===== config.mk =====
export PLATFORM = sky130hd
export DESIGN_NAME = dtimer_core
export DESIGN_NICKNAME = d
export VERILOG_FILES = /design/src/rtl/dtmr_pkg.sv /design/src/rtl/dtmr_prescaler.sv /design/src/rtl/dtmr_counter.sv /design/src/rtl/dtimer_core.sv
export SDC_FILE = /design/constraint.sdc
export NUM_CORES = 1
export LEC_CHECK = 0
export CORE_MARGIN = 2
export CORE_UTILIZATION = 40
export CTS_BUF_LIST = sky130_fd_sc_hd__clkbuf_4
export DETAILED_ROUTE_END_ITERATION = 10
export GPL_TIMING_DRIVEN = 0
export PLACE_DENSITY_LB_ADDON = 0.08
export SLEW_MARGIN = 20
export SYNTH_ARGS = -nofsm -noshare
export SYNTH_HDL_FRONTEND = slang
export SYNTH_SLANG_ARGS = --single-unit

===== constraint.sdc =====
create_clock -name clk -period 4.2 [get_ports clk]
set_input_delay 0.84 -clock clk [delete_from_list [all_inputs] [get_ports clk]]
set_output_delay 0.84 -clock clk [all_outputs]
set_load 0.005 [all_outputs]

===== src/rtl/dtmr_pkg.sv =====
package dtmr_pkg;

  localparam int REG_W    = 32;
  localparam int NARROW_W = 16;
  localparam int OFS_W    = 3;

  typedef enum logic [OFS_W-1:0] {
    OFS_LOAD   = 3'd0,
    OFS_VALUE  = 3'd1,
    OFS_CTRL   = 3'd2,
    OFS_ICLR   = 3'd3,
    OFS_RAW    = 3'd4,
    OFS_MSK    = 3'd5,
    OFS_BGLOAD = 3'd6
  } ofs_e;

  typedef struct packed {
    logic       run;
    logic       periodic;
    logic       ie;
    logic       spare;
    logic [1:0] psel;
    logic       wide;
    logic       single;
  } ctrl_t;

  localparam logic [7:0] CTRL_RESET = 8'h20;

  function automatic int unsigned presc_last(input logic [1:0] sel);
    case (sel)
      2'b01:   return 32'd15;
      2'b10:   return 32'd255;
      default: return 32'd0;
    endcase
  endfunction

  function automatic logic [REG_W-1:0] cnt_mask(input logic wide);
    return wide ? {REG_W{1'b1}} : {{(REG_W-NARROW_W){1'b0}}, {NARROW_W{1'b1}}};
  endfunction

  function automatic logic [REG_W-1:0] wrap_value(input ctrl_t c, input logic [REG_W-1:0] ld);
    if (!c.single && !c.periodic) return cnt_mask(c.wide);
    return ld & cnt_mask(c.wide);
  endfunction

  function automatic logic [REG_W-1:0] dec_value(input logic [REG_W-1:0] v, input logic wide);
    return (v - {{(REG_W-1){1'b0}}, 1'b1}) & cnt_mask(wide);
  endfunction

endpackage


===== src/rtl/dtmr_prescaler.sv =====
module dtmr_prescaler
  import dtmr_pkg::*;
#(
  parameter int PRE_W = 8
) (
  input  logic       clk,
  input  logic       rst_n,
  input  logic       tick_en,
  input  logic       run,
  input  logic       restart,
  input  logic [1:0] psel,
  output logic       step
);

  logic [PRE_W-1:0] pre_q;
  logic [PRE_W-1:0] last;
  logic             at_last;

  assign last    = PRE_W'(presc_last(psel));
  assign at_last = (pre_q == last);
  assign step    = tick_en & run & at_last;

  always_ff @(posedge clk or negedge rst_n) begin
    if (!rst_n)              pre_q <= '0;
    else if (restart)        pre_q <= '0;
    else if (tick_en && run) pre_q <= at_last ? '0 : pre_q + 1'b1;
  end


  pre_range_chk: assert property (@(posedge clk) disable iff (!rst_n) pre_q <= last);


  pre_wrap_chk: assert property (@(posedge clk) disable iff (!rst_n) step |=> (pre_q == '0));

endmodule


===== src/rtl/dtmr_counter.sv =====
module dtmr_counter
  import dtmr_pkg::*;
(
  input  logic             clk,
  input  logic             rst_n,
  input  logic             step,
  input  ctrl_t            ctrl,
  input  logic [REG_W-1:0] reload_q,
  input  logic             load_wr,
  input  logic             ctrl_wr,
  input  logic [REG_W-1:0] wdata,
  output logic [REG_W-1:0] cnt_view,
  output logic             expire
);

  logic [REG_W-1:0] cnt_q;
  logic [REG_W-1:0] mask;
  logic             done_q;
  logic             at_zero;
  logic             advance;

  assign mask     = cnt_mask(ctrl.wide);
  assign cnt_view = cnt_q & mask;
  assign at_zero  = (cnt_view == '0);
  assign advance  = step & ~done_q;
  assign expire   = advance & at_zero;

  always_ff @(posedge clk or negedge rst_n) begin
    if (!rst_n)                      cnt_q <= '0;
    else if (load_wr)                cnt_q <= wdata & mask;
    else if (expire && !ctrl.single) cnt_q <= wrap_value(ctrl, reload_q);
    else if (advance && !at_zero)    cnt_q <= dec_value(cnt_q, ctrl.wide);
  end

  always_ff @(posedge clk or negedge rst_n) begin
    if (!rst_n)                     done_q <= 1'b0;
    else if (load_wr || ctrl_wr)    done_q <= 1'b0;
    else if (expire && ctrl.single) done_q <= 1'b1;
  end


  halt_zero_chk: assert property (@(posedge clk) disable iff (!rst_n) done_q |-> at_zero);


  load_now_chk: assert property (@(posedge clk) disable iff (!rst_n)
    load_wr |=> (cnt_q == $past(wdata & mask)));


  hold_chk: assert property (@(posedge clk) disable iff (!rst_n)
    (!step && !load_wr) |=> $stable(cnt_q));

endmodule


===== src/rtl/dtimer_core.sv =====
module dtimer_core
  import dtmr_pkg::*;
#(
  parameter int PRE_W = 8
) (
  input  logic             clk,
  input  logic             rst_n,
  input  logic             tick_en,
  input  logic             wr_en,
  input  logic [OFS_W-1:0] addr,
  input  logic [REG_W-1:0] wdata,
  output logic [REG_W-1:0] rdata,
  output logic             irq
);

  ctrl_t            ctrl_q;
  logic [REG_W-1:0] reload_q;
  logic             raw_q;
  logic             load_wr, bg_wr, ctrl_wr, iclr_wr;
  logic             step, expire;
  logic [REG_W-1:0] cnt_view;

  assign load_wr = wr_en && (addr == OFS_LOAD);
  assign bg_wr   = wr_en && (addr == OFS_BGLOAD);
  assign ctrl_wr = wr_en && (addr == OFS_CTRL);
  assign iclr_wr = wr_en && (addr == OFS_ICLR);

  always_ff @(posedge clk or negedge rst_n) begin
    if (!rst_n)       ctrl_q <= ctrl_t'(CTRL_RESET);
    else if (ctrl_wr) ctrl_q <= ctrl_t'(wdata[7:0]);
  end

  always_ff @(posedge clk or negedge rst_n) begin
    if (!rst_n)                 reload_q <= '0;
    else if (load_wr || bg_wr)  reload_q <= wdata;
  end

  dtmr_prescaler #(.PRE_W(PRE_W)) u_pre (
    .clk     (clk),
    .rst_n   (rst_n),
    .tick_en (tick_en),
    .run     (ctrl_q.run),
    .restart (ctrl_wr),
    .psel    (ctrl_q.psel),
    .step    (step)
  );

  dtmr_counter u_cnt (
    .clk      (clk),
    .rst_n    (rst_n),
    .step     (step),
    .ctrl     (ctrl_q),
    .reload_q (reload_q),
    .load_wr  (load_wr),
    .ctrl_wr  (ctrl_wr),
    .wdata    (wdata),
    .cnt_view (cnt_view),
    .expire   (expire)
  );

  always_ff @(posedge clk or negedge rst_n) begin
    if (!rst_n)       raw_q <= 1'b0;
    else if (expire)  raw_q <= 1'b1;
    else if (iclr_wr) raw_q <= 1'b0;
  end

  assign irq = raw_q & ctrl_q.ie;

  always_comb begin
    case (addr)
      OFS_LOAD, OFS_BGLOAD: rdata = reload_q;
      OFS_VALUE:            rdata = cnt_view;
      OFS_CTRL:             rdata = {{(REG_W-8){1'b0}}, ctrl_q};
      OFS_RAW:              rdata = {{(REG_W-1){1'b0}}, raw_q};
      OFS_MSK:              rdata = {{(REG_W-1){1'b0}}, irq};
      default:              rdata = '0;
    endcase
  end


  raw_set_chk: assert property (@(posedge clk) disable iff (!rst_n) expire |=> raw_q);


  raw_clr_chk: assert property (@(posedge clk) disable iff (!rst_n)
    (iclr_wr && !expire) |=> !raw_q);


  idle_chk: assert property (@(posedge clk) disable iff (!rst_n) !ctrl_q.run |-> !step);


  narrow_chk: assert property (@(posedge clk) disable iff (!rst_n)
    !ctrl_q.wide |-> (cnt_view[REG_W-1:NARROW_W] == '0));

endmodule


# Word-level counts from Yosys, hierarchy flattened

Index checks and enable logic that the tools add are counted.

Word-level logic and storage cells: 72
Latch bits: 0
Register bits: 82
Memory bits (read-only): 0
Memory bits (writable): 0
Memories: 0
Input port bits: 39

Multiply operators: 0
Shifts and indexed selects: 0
Bitwise gates (word level): 10
Magnitude comparators: 0
Div/mod/pow operators: 0
Reduce and logical (&&, ||, !) cells: 21
Equality and inequality tests: 9
Muxes and demuxes: 18
Add/sub/neg operators: 2

Operator list:

| kind                                                 | count |
|---|---|
| two-way mux 32 bit                                   | 6 |
| case mux 32 bit (5 select lines)                     | 1 |
| bitwise AND 32 bit                                   | 4 |
| logical NOT 32 bit                                   | 1 |
| subtractor 32 x 1 -> 32 bit (second input constant)  | 1 |
| two-way mux 8 bit                                    | 3 |
| case mux 8 bit (2 select lines)                      | 1 |
| equality test 3 bit (second input constant)          | 3 |
| logical AND 1 bit                                    | 9 |
| adder 8 x 1 -> 8 bit (second input constant)         | 1 |
| equality test 8 bit                                  | 1 |
| two-way mux 1 bit                                    | 7 |
| equality test 3 x 2 -> 1 bit (second input constant) | 2 |
| nonzero test 2 bit                                   | 3 |
| bitwise AND 1 bit                                    | 5 |
| equality test 3 x 1 -> 1 bit (second input constant) | 1 |
| logical NOT 1 bit                                    | 3 |
| logical NOT 3 bit                                    | 1 |
| nonzero test 3 bit                                   | 1 |
| equality test 2 x 1 -> 1 bit (second input constant) | 1 |
| equality test 2 bit (second input constant)          | 1 |
| logical OR 1 bit                                     | 2 |
| OR reduction 2 bit                                   | 1 |
| NOT 1 bit                                            | 1 |

# Depth between registers and ports, before layout

Gate-level depths: netlist of run 1.

Depth in word-level cells: 12
Gate-level depth with buffers: 10
Mapped depth without buffers: 8

# By module

From an unflattened synthesis of run 1, not the netlist that was laid out.

Cells, all modules: 579
Area, all modules: 5492.8 um2

By module, submodules not included:

| module         | cells an instance | instances | area an instance (um2) |
|---|---|---|---|
| dtmr_counter   | 366               | 1         | 2891.5 |
| dtimer_core    | 164               | 1         | 2133.3 |
| dtmr_prescaler | 49                | 1         | 467.9 |

# Worst setup path before layout of run 1

No wires, ideal clock.

Path kind: input to output
Start: input port addr[2]
End: output port rdata[17]
Setup slack: 1.191 ns
Stages on the path: 5
Buffers on the path: 2
Data arrival time: 2.169 ns
Cell sequence: nor3b_1 -> and2_1 -> clkbuf_1 -> clkbuf_1 -> a22o_1

Longest elaborated chain between the ends: 3

RTL lines:

| item                                                            | line              | RTL |
|---|---|---|
| start: declaration                                              | dtimer_core.sv:10 | `input logic [OFS_W-1:0] addr,` |
| equality test 3 bit / logical NOT 3 bit (equally long branches) | dtimer_core.sv:70 | `case (addr)` |
| OR reduction 2 bit                                              | dtimer_core.sv:70 |  |
| case mux 32 bit (5 select lines) (*)                            | dtimer_core.sv:70 |  |
| end: declaration                                                | dtimer_core.sv:12 | `output logic [REG_W-1:0] rdata,` |

Mark *: on every way between the ends. The rest lies on a longest branch, timed or not.

# Final worst setup path of run 1

Start: input port addr[2]
End: output port rdata[31]

Same word-level chain as after synthesis.

==> results of run 1 <==
## placed cells by master (no fill, tap or decap), types with 5 or more instances in the layout
master and count:
a21oi_1 21, a22o_1 25, a22oi_1 8, a32oi_1 16, and3b_1 9, buf_2 6, clkbuf_1 28, clkbuf_4 10
clkdlybuf4s50_1 70, clkinv_1 5, dfrtp_1 81, inv_1 8, mux2_2 35, mux2i_1 17, nand2_1 30, nand2b_1 18
nand3_1 8, nand3b_1 5, nand4_1 9, nor2_1 47, nor3_1 11, nor4_1 6, o211ai_1 6, o21ai_0 18
o21ai_1 8, o22ai_1 8, o311ai_0 6, o31ai_1 14, or3_1 7, or4_1 8, xnor2_1 12, xor2_1 8
## cell type report
class | instances | area [um2]
well taps | 172 | 215.2
clock inverters | 6 | 23.77
inverters | 8 | 30.03
clock buffers | 10 | 75.07
multi-input cells | 417 | 2995
fillers | 1288 | 6371
flip-flops and latches | 82 | 2053
plain buffers | 45 | 210.2
repair buffers | 74 | 748.2
## metal layers
layer  wire length, um  share of wire  vias up  GRT usage
met5                 0              0        -          0
met1              7736           0.47     2376     0.3427
li1                  -              -     2258          -
met2              7668           0.46      164     0.3736
met3               976          0.059       17    0.04585
met4               234          0.014        0    0.06920
## cells in the mapped netlist, types with 3 or more instances
library cell  number  area share
o21ai_1            8      0.0076
xor2_1             8       0.013
mux2i_1           17       0.032
o31ai_1           14       0.020
and3_1             4      0.0048
dfrtp_1           81        0.39
o311ai_0           6       0.010
nor3_1            11       0.010
nand3_1            8      0.0076
buf_1              3      0.0021
ha_1               3      0.0071
inv_1              8      0.0057
nor2_1            47       0.034
a21oi_1           21       0.020
and3b_1            9       0.015
xnor2_1           13       0.022
a22o_1            25       0.042
o31a_1             4      0.0067
or4_1              8       0.011
o22ai_1            8      0.0095
clkbuf_1          32       0.023
buf_6              3      0.0064
nand4_1            9       0.011
nor3b_1            3      0.0043
nand2b_1          18       0.021
nand2_1           30       0.021
a22oi_1            8       0.011
nor2b_1            3      0.0036
buf_2              5      0.0048
nor4_1             7      0.0083
o21ai_0           18       0.017
a31oi_1            4      0.0048
and2_1             4      0.0048
a32oi_1           16       0.027
or3_1              7      0.0083
mux2_2            35       0.075
o211ai_1           6      0.0086
nand3b_1           5      0.0071
## worst max-delay path: cells and delay by family
family	cells	cell delay (ns)
XOR/XNOR	1	0.40
AO/OA/AOI/OAI	1	0.24
AND/OR/NAND/NOR	1	0.18
buffers and inverters	4	1.65
## metrics by stage
step	std cells	hold slack, ns	power, mW	worst slack [ns]	setup TNS (ns)
finish	814	0.3091	2.875	0.04182	0
global route	814	0.3197	3.069	-0.03842	-0.04896
CTS	814	0.3204	2.877	0.04608	0
detailed placement	797	0.5006	2.464	-0.5702	-9.744
global placement	795	0.4909	2.424	-1.090	-93.67
floorplan	552	0.4782	2.037	1.191	0
## cell families after synthesis
group,synth area share
compound gates,0.2072
xor+xnor,0.03501
fa+ha+maj,0.007145
buf+inv,0.04477
flops,0.3908
mux,0.1074
simple gates,0.2077
## state kept, by name, indices dropped and copies added, names as in the netlist
| signal | cells |
|---|---|
| reload_q | 32 |
| u_cnt.cnt_q | 32 |
| ctrl_q | 8 |
| u_pre.pre_q | 8 |
| raw_q | 1 |
| u_cnt.done_q | 1 |
## what timing repair did
item | in CTS | in global routing
setup endpoints to repair | 20 | 3
pin swaps | 1 | 0
setup buffers | 1 | 0
resized for setup | 6 | 0
endpoints found under the hold margin | 0 | 0
## path summary, 6_finish.rpt
path                                             from  slack (ns)                           to  cells past startpoint
setup / recovery                              addr[2]        0.04                    rdata[31]                      7
max in group asynchronous                       rst_n        3.23        ctrl_q[5]$_DFFE_PN1P_                      2
setup reg to reg           u_cnt.cnt_q[0]$_DFFE_PN0P_        0.91  u_cnt.cnt_q[29]$_DFFE_PN0P_                      9
hold reg to reg                 ctrl_q[4]$_DFFE_PN0P_        0.53        ctrl_q[4]$_DFFE_PN0P_                      1
hold / removal                                  rst_n        0.31  u_cnt.cnt_q[13]$_DFFE_PN0P_                      1
min in group clk                ctrl_q[4]$_DFFE_PN0P_        0.53        ctrl_q[4]$_DFFE_PN0P_                      1
## where the power goes
part | total, mW | internal [mW] | switching (mW)
Combinational | 1.19 | 0.564 | 0.629
Sequential | 1.27 | 1.01 | 0.267
Clock | 0.409 | 0.118 | 0.291
Total | 2.87 | 1.69 | 1.19
==> reports/metrics.csv, run 1 <==
stage,metric,value,unit
clocking,path_clk_slew,0.13,ns
synth,yosysSeqAreaShare,0.3908,
route,wirelength,16.62,mm
clocking,cts.sinks,82,
die,core,12720,um2
pwr,power_density,452.6,nW/um2
timing,slew_headroom,0.4436,
die,rows,41,
hold_path,hold_class,input port to asynchronous set/reset pin,
synth,netlist_area,5254,um2
setup_path,crit_type,input port to output port,
clocking,insertion_delay,0.48,ns
die,die_width,118.6,um
clocking,cts_tree,yes,
setup_path,required,3.36,ns
timing,hold_viol,0,
synth,synth_edf_count,0,
route,remaining_drc_errors,0,
clocking,cts_max_level,3,
placed_design,gp_congestion,0.8807,
global_route,track_usage,0.2413,
pwr,vdd_drop_max,0.2541,mV
global_route,grt_max_degree,48,
clocking,cts-hold-fix-buffers,0,
synth,synth_ff_type,dfrtp_1,
timing,skew,0.01208,ns
synth,syn_inst,552,
timing,fin_crit,4.158,ns
timing,worst_slew_pin_slew,0.8277,ns
setup_path,worst_path_max_delay_cell,clkdlybuf4s50_1,
placed_design,place_area,6226,um2
timing,period_share,0.9900,
cells_and_area,drive_gt1_frac,0.1262,
cells_and_area,nNetsFinal,679,
global_route,grt_pass1_vias,4708,
timing,final-setup-viol-count,0,
global_route,grt_pass1_wl,26.57,mm
run_status,status,finished clean,
cells_and_area,antenna_cells,0,
global_route,overflow,0,
cells_and_area,fin_area,6351,um2
route,drt_iter0_drc,436,
setup_path,startpoint_type,input port,
timing,rsz0062_at_grt,true,
route,antenna_left,0,
setup_path,cp_cell_sequence,clkdlybuf4s50_1 -> xnor2_2 -> nor2b_1 -> clkbuf_2 -> clkbuf_2 -> a22o_1 -> clkdlybuf4s50_1,
synth,async_reset_ff_frac,1.000,
setup_path,crit_path_max_fanout,10,
synth,synth_warnings,0,
synth,synth_area_per_cell,9.518,um2
global_route,antenna_found_initial,0,
die,dieArea,14070,um2
setup_path,max_stage_delay,0.54,ns
setup_path,worst-endpoint-arrival,3.32,ns
setup_path,worstSetupEndpointType,output port,
synth,synth_nets,594,
timing,max_freq,0.2405,GHz
clocking,clock_path_buffers,2,
die,fp.dieH,118.6,um
cells_and_area,syn2layout_area_growth,20.89,%
clocking,cts_buffers,9,
placed_design,detailed_place_hpwl,11.95,mm
synth,synthDistinctLibCells,65,
clocking,cts-root-buf,clkbuf_4,
route,vias,4815,
synth,ys_ff_latch,82,
placed_design,portBuffers,71,
pwr,power_leakage,2.433,nW
route,wl_per_cell,20.41,um
route,firstDrtPassIters,5,
run,cap_violations,0,
die,initial_core_util,0.4130,
timing,slew_viol_final,0,
route,vias_per_cell,5.915,
cells_and_area,fin_util,0.4992,
die,io_pins,72,
No activity file was read; power rests on OpenSTA's default activity.
==> inputs of run 2 (changes only) <==
SETUP_SLACK_MARGIN = 0.15   (was default)
==> run 2 against run 1 <==
Sequential share of layout area decreased by 0.16 points. Non-clock buffer count up 1. Design area is 0.51% higher. Combinational power hardly changed. Setup slack improved by 0.23 ns. Register-to-register slack about the same. Critical endpoint unchanged. Largest cell class unchanged.
==> reports/metrics.csv, run 2 (synthesis results as in run 1) <==
stage,metric,value,unit,change
placed_design,portBuffers,71,,unchanged
cells_and_area,layout.cells.most_common,dfrtp_1,,
pwr,p_switching,1.190,mW,+0.23%
pwr,p_sw_frac,0.4129,,about the same
route,wirelength,16.62,mm,about the same
placed_design,pre_cts_ws,-0.5702,ns,unchanged
route,wl_per_cell,20.39,um,-0.10%
die,core,12720,um2,unchanged
global_route,met3_usage,0.04778,,+0.001931
setup_path,cp_top_family,buffers and inverters,,
clocking,cts_buffers,9,,unchanged
clocking,clock_path_buffers,2,,unchanged
global_route,grt_pass1_wl,26.61,mm,+0.15%
global_route,grt_pass1_vias,4719,,+0.23%
die,fp.dieH,118.6,um,unchanged
setup_path,required,3.36,ns,about the same
setup_path,crit_top_cell,clkdlybuf4s50_1,,
setup_path,worst_path_max_delay_cell,clkdlybuf4s50_1,,
die,io_pins,72,,unchanged
setup_path,cp_cell_sequence,clkdlybuf4s50_1 -> xnor2_4 -> nor2b_1 -> clkbuf_2 -> clkbuf_4 -> a22o_1 -> clkdlybuf4s50_1,,
setup_path,crit_path_max_fanout,10,,unchanged
cells_and_area,fin_util,0.5018,,+0.002557
timing,worst_slew_pin_slew,0.7640,ns,-0.06371 ns
clocking,cts-root-buf,clkbuf_4,,
timing,hold_viol,0,,unchanged
hold_path,hold_class,input port to asynchronous set/reset pin,,
clocking,cts-hold-fix-buffers,0,,unchanged
cells_and_area,reg_top3,"reload_q: 32 flops, u_cnt.cnt_q: 32 flops",,
setup_path,max_stage_delay,0.68,ns,+0.14 ns
setup_path,crit_type,input port to output port,,
setup_path,critPathBufInv,4,,unchanged
pwr,internal-power,1.691,mW,+0.22%
placed_design,gp_congestion,0.8807,,unchanged
setup_path,reg2regPathDepth,9,,unchanged
die,die_width,118.6,um,unchanged
timing,rsz0062_at_grt,false,,
pwr,p_total,2.881,mW,+0.22%
die,rows,41,,unchanged
cells_and_area,nFillCells,1287,,-0.078%
die,initial_core_util,0.4130,,unchanged
cells_and_area,multi_input_area,3009,um2,+0.46%
cells_and_area,seqCellArea,2053,um2,unchanged
route,firstDrtPassIters,5,,unchanged
run,cap_violations,0,,unchanged
cells_and_area,syn2layout_area_growth,21.51,%,
clocking,path_clk_slew,0.13,ns,about the same
timing,setup_ws,0.2700,ns,+0.2282 ns
placed_design,detailed_place_hpwl,11.95,mm,unchanged
clocking,insertion_delay,0.49,ns,about the same
global_route,track_usage,0.2417,,+0.0003319
pwr,p_seq_frac,0.442,,about the same
pwr,power_leakage,2.451,nW,+0.74%
pwr,p_comb_frac,0.416,,about the same
die,dieArea,14070,um2,unchanged
global_route,grt-busiest-layer,met2,,
global_route,antenna_found_initial,0,,unchanged
cells_and_area,antenna_cells,0,,unchanged
global_route,met2_usage,0.3743,,+0.0007184
route,vias_per_cell,5.935,,+0.33%
global_route,overflow,0,,unchanged
cells_and_area,drive_gt1_frac,0.1337,,+0.007580
setup_path,startpoint_type,input port,,
setup_path,worstSetupEndpointType,output port,,
setup_path,worst-endpoint-arrival,3.09,ns,-0.23 ns
timing,slew_headroom,0.4864,,+0.04283
route,remaining_drc_errors,0,,unchanged
timing,max_freq,0.2545,GHz,+5.8%
clocking,cts.sinks,82,,unchanged
clocking,cts_max_level,3,,unchanged
clocking,cts_tree,yes,,
pwr,vdd_drop_max,0.2527,mV,-0.54%
run_status,status,finished clean,,
timing,fin_crit,3.930,ns,-0.2282 ns
timing,final-setup-viol-count,0,,unchanged
pwr,power_density,451.3,nW/um2,-0.29%
global_route,grt_max_degree,48,,unchanged
timing,period_share,0.9357,,-0.05432
route,antenna_left,0,,unchanged
cells_and_area,nNetsFinal,680,,+0.15%
timing,slew_viol_final,0,,unchanged
cells_and_area,mostFrequentLayoutCells,"dfrtp_1 (81), clkdlybuf4s50_1 (70), nor2_1 (47)",,
route,drt_iter0_drc,418,,-4.1%
timing,skew,0.01287,ns,+0.0007947 ns
setup_path,cp_num_cells,7,,unchanged
pwr,clockPowerShare,0.142,,about the same
route,vias,4837,,+0.46%
global_route,met1_usage,0.3419,,-0.0008069
[run 2: stage by stage]
step	hold WS, ns	cell area, um2	instances	setup TNS, ns
floorplan	0.4782	5254	552	0
global placement	0.4909	6180	795	-93.67
detailed placement	0.5006	6226	797	-9.744
CTS	0.3204	6374	814	0
global route	0.3197	6384	815	0
finish	0.2946	6384	815	0
[run 2: area by class of cell]
cell class,instances,share of cell area
multi-input cells,417,0.4714
well taps,172,0.03371
clock buffers,10,0.01176
inverters,8,0.004704
flip-flops and latches,82,0.3216
plain buffers,45,0.03469
clock inverters,6,0.003724
repair buffers,75,0.1184
[run 2: path summary, 6_finish.rpt]
check,endpoint,start,slack [ns]
max,rdata[31],addr[2],0.27
min,u_cnt.cnt_q[13]$_DFFE_PN0P_,rst_n,0.29
max reg2reg,u_cnt.cnt_q[29]$_DFFE_PN0P_,u_cnt.cnt_q[0]$_DFFE_PN0P_,0.92
min reg2reg,ctrl_q[4]$_DFFE_PN0P_,ctrl_q[4]$_DFFE_PN0P_,0.53
max in group asynchronous,ctrl_q[5]$_DFFE_PN1P_,rst_n,3.24
min in group clk,ctrl_q[4]$_DFFE_PN0P_,ctrl_q[4]$_DFFE_PN0P_,0.53
[run 2: power groups by stage]
stage / combinational (mW) / sequential [mW] / clock [mW]
after floorplan: 0.839 / 1.20 / 0
after global placement: 1.15 / 1.27 / 0
after detailed placement: 1.18 / 1.28 / 0
after CTS: 1.19 / 1.27 / 0.420
after global routing: 1.31 / 1.31 / 0.452
final: 1.20 / 1.27 / 0.410
[run 2: per-layer routing]
layer,routed length (um),vias up,part of all wire
met5,0,-,0
met4,234,0,0.014
met3,952,18,0.057
met2,7633,163,0.46
met1,7798,2394,0.47
li1,-,2262,-
[run 2: what timing repair did]
action	CTS	global route
pin swaps	1	1
buffers inserted	1	1
setup endpoints to repair	31	20
gates resized for setup	12	3
==> inputs of run 3 (changes only) <==
CORE_MARGIN = 4   (was 2)
SLEW_MARGIN = 15   (was 20)
==> run 3 against run 2 <==
Fmax shrank 0.90%. First-iteration DRC count shrank 2.6%. Sequential power is essentially flat. Utilization grew 0.23 points. Die area grew 6.9%. Flip-flop and latch count is the same. Critical path type unchanged. Largest cell class unchanged.
==> reports/metrics.csv, run 3 (synthesis results as in run 1) <==
stage,metric,value,unit,change
setup_path,crit_top_cell,clkdlybuf4s50_1,,
setup_path,crit_type,input port to output port,,
timing,rsz0062_at_grt,false,,
die,rows,41,,unchanged
pwr,internal-power,1.762,mW,+4.2%
pwr,p_total,2.948,mW,+2.3%
global_route,grt_pass1_vias,4779,,+1.3%
setup_path,startpoint_type,input port,,
route,wirelength,16.72,mm,+0.63%
clocking,cts.sinks,82,,unchanged
pwr,vdd_drop_max,0.2525,mV,about the same
setup_path,r2r-start,u_cnt.cnt_q[0]$_DFFE_PN0P_,,
setup_path,critPathBufInv,4,,unchanged
pwr,p_sw_frac,0.4023,,-0.01064
hold_path,hold_class,input port to asynchronous set/reset pin,,
cells_and_area,nNetsFinal,680,,unchanged
global_route,grt_max_degree,50,,+4.2%
route,vias_per_cell,5.891,,-0.74%
run,cap_violations,0,,unchanged
pwr,power_leakage,2.464,nW,+0.54%
route,vias,4807,,-0.62%
timing,finalSetupTns,0,ns,unchanged
placed_design,portBuffers,71,,unchanged
global_route,overflow,0,,unchanged
timing,slew_viol_final,0,,unchanged
pwr,clockPowerShare,0.162,,+0.020
placed_design,gp_congestion,0.8689,,-1.3%
placed_design,place_area,6228,um2,about the same
die,die_width,122.6,um,+3.4%
global_route,track_usage,0.2303,,-0.01137
route,drt_iter0_drc,407,,-2.6%
die,dieArea,15030,um2,+6.9%
route,antenna_left,0,,unchanged
pwr,p_switching,1.186,mW,-0.31%
setup_path,worstSetupEndpoint,rdata[31],,
setup_path,cp_top_family,buffers and inverters,,
route,remaining_drc_errors,0,,unchanged
setup_path,worstSetupEndpointType,output port,,
clocking,cts-hold-fix-buffers,0,,unchanged
route,wl_per_cell,20.49,um,+0.50%
global_route,grt_pass1_wl,26.45,mm,-0.60%
clocking,insertion_delay,0.47,ns,-0.02 ns
setup_path,cp_cell_sequence,clkdlybuf4s50_1 -> xnor2_4 -> nor2b_1 -> clkbuf_2 -> buf_2 -> a22o_1 -> clkdlybuf4s50_1,,
timing,slew_headroom,0.4745,,-0.01191
timing,worst_slew_pin_slew,0.7818,ns,+0.01772 ns
timing,max_freq,0.2522,GHz,-0.90%
clocking,clock_path_buffers,2,,unchanged
run_status,status,finished clean,,
pwr,p_seq_frac,0.432,,-0.010
setup_path,max_stage_delay,0.67,ns,about the same
pwr,power_density,459.7,nW/um2,+1.9%
setup_path,reg2regPathDepth,9,,unchanged
timing,fin_crit,3.966,ns,+0.03588 ns
cells_and_area,drive_gt1_frac,0.1353,,+0.001555
die,initial_core_util,0.4130,,unchanged
timing,skew,0.01039,ns,-0.002484 ns
die,fp.dieH,122.6,um,+3.4%
cells_and_area,nFillCells,1272,,-1.2%
cells_and_area,reg_top3,"reload_q: 32 flops, u_cnt.cnt_q: 32 flops",,
clocking,cts_buffers,9,,unchanged
setup_path,critPathLaunch,addr[2],,
setup_path,required,3.36,ns,about the same
setup_path,worst-endpoint-arrival,3.13,ns,+0.04 ns
die,core,12720,um2,unchanged
pwr,p_comb_frac,0.406,,-0.010
clocking,path_clk_slew,0.13,ns,about the same
die,io_pins,72,,unchanged
setup_path,regToRegSetupSlack,0.91,ns,about the same
clocking,cts_tree,yes,,
placed_design,detailed_place_hpwl,12.08,mm,+1.1%
setup_path,cp_num_cells,7,,unchanged
route,firstDrtPassIters,5,,unchanged
global_route,antenna_found_initial,1,,+1
setup_path,worst_path_max_delay_cell,clkdlybuf4s50_1,,
setup_path,timing.rr.end,u_cnt.cnt_q[29]$_DFFE_PN0P_,,
timing,hold_viol,0,,unchanged
cells_and_area,layout.cells.most_common,dfrtp_1,,
clocking,cts_max_level,3,,unchanged
cells_and_area,syn2layout_area_growth,22.05,%,
timing,period_share,0.9443,,+0.008544
cells_and_area,mostFrequentLayoutCells,"dfrtp_1 (81), clkdlybuf4s50_1 (70), nor2_1 (47)",,
setup_path,crit_path_max_fanout,10,,unchanged
cells_and_area,fin_area,6412,um2,+0.45%
clocking,cts-root-buf,clkbuf_4,,
timing,final-setup-viol-count,0,,unchanged
[run 3: cell count changes in the layout (fill, tap and decap cells not counted), sizes merged]
| cell | before | now |
|---|---|---|
| bufinv | 0 | 1 |
| diode | 0 | 1 |
| buf | 17 | 19 |
| clkinv | 6 | 4 |
| clkbuf | 43 | 42 |
[run 3: final cells by class]
type	count	area, um2	share of cell area
clock buffer	11	82.58	0.01288
tap	172	215.2	0.03356
multi-input combinational	417	3009	0.4693
antenna	1	2.502	0.0003902
buffer	45	216.5	0.03376
inverter	8	30.03	0.004683
clock inverter	5	45.04	0.007024
sequential	82	2053	0.3202
timing repair buffer	75	758.2	0.1182
[run 3: how the worst min path moves through the flow]
stage	startpoint	endpoint	slack, ns	cells past startpoint
global placement	ctrl_q[4]$_DFFE_PN0P_	ctrl_q[4]$_DFFE_PN0P_	0.49	1
floorplan	u_cnt.done_q$_DFFE_PN0P_	u_cnt.done_q$_DFFE_PN0P_	0.48	2
detailed placement	ctrl_q[4]$_DFFE_PN0P_	ctrl_q[4]$_DFFE_PN0P_	0.50	1
global route	rst_n	reload_q[13]$_DFFE_PN0P_	0.34	1
CTS	rst_n	reload_q[20]$_DFFE_PN0P_	0.32	1
finish	rst_n	reload_q[10]$_DFFE_PN0P_	0.31	1
[run 3: power by group through the flow]
stage / Clock [mW] / Combinational (mW) / Sequential [mW]
2_1_floorplan: 0 / 0.839 / 1.20
3_3_place_gp: 0 / 1.15 / 1.27
3_5_place_dp: 0 / 1.18 / 1.28
4_1_cts: 0.488 / 1.19 / 1.26
5_1_grt: 0.523 / 1.32 / 1.31
6_report: 0.477 / 1.20 / 1.27
[run 3: repair_timing]
action | CTS | global route
setup buffers | 1 | 1
endpoints found under the setup margin | 31 | 23
gates resized for setup | 7 | 10
pin swaps | 1 | 1
gates cloned | 0 | 0
[run 3: stage by stage]
step / utilization / cells / setup slack [ns] / hold WS [ns]
2_1_floorplan: - / 552 / 1.191 / 0.4782
3_3_place_gp: 0.4857 / 795 / -1.085 / 0.4920
3_5_place_dp: 0.4896 / 797 / -0.5382 / 0.5010
4_1_cts: 0.5019 / 814 / 0.05971 / 0.3178
5_1_grt: 0.5040 / 816 / 0.1045 / 0.3362
6_report: 0.5040 / 816 / 0.2341 / 0.3141
[run 3: routing by layer]
metal	wire [um]	global-route usage	vias up
li1	-	-	2272
met5	0	0	-
met1	7764	0.3231	2362
met4	183	0.06438	0
met2	7862	0.3731	160
met3	912	0.03226	13
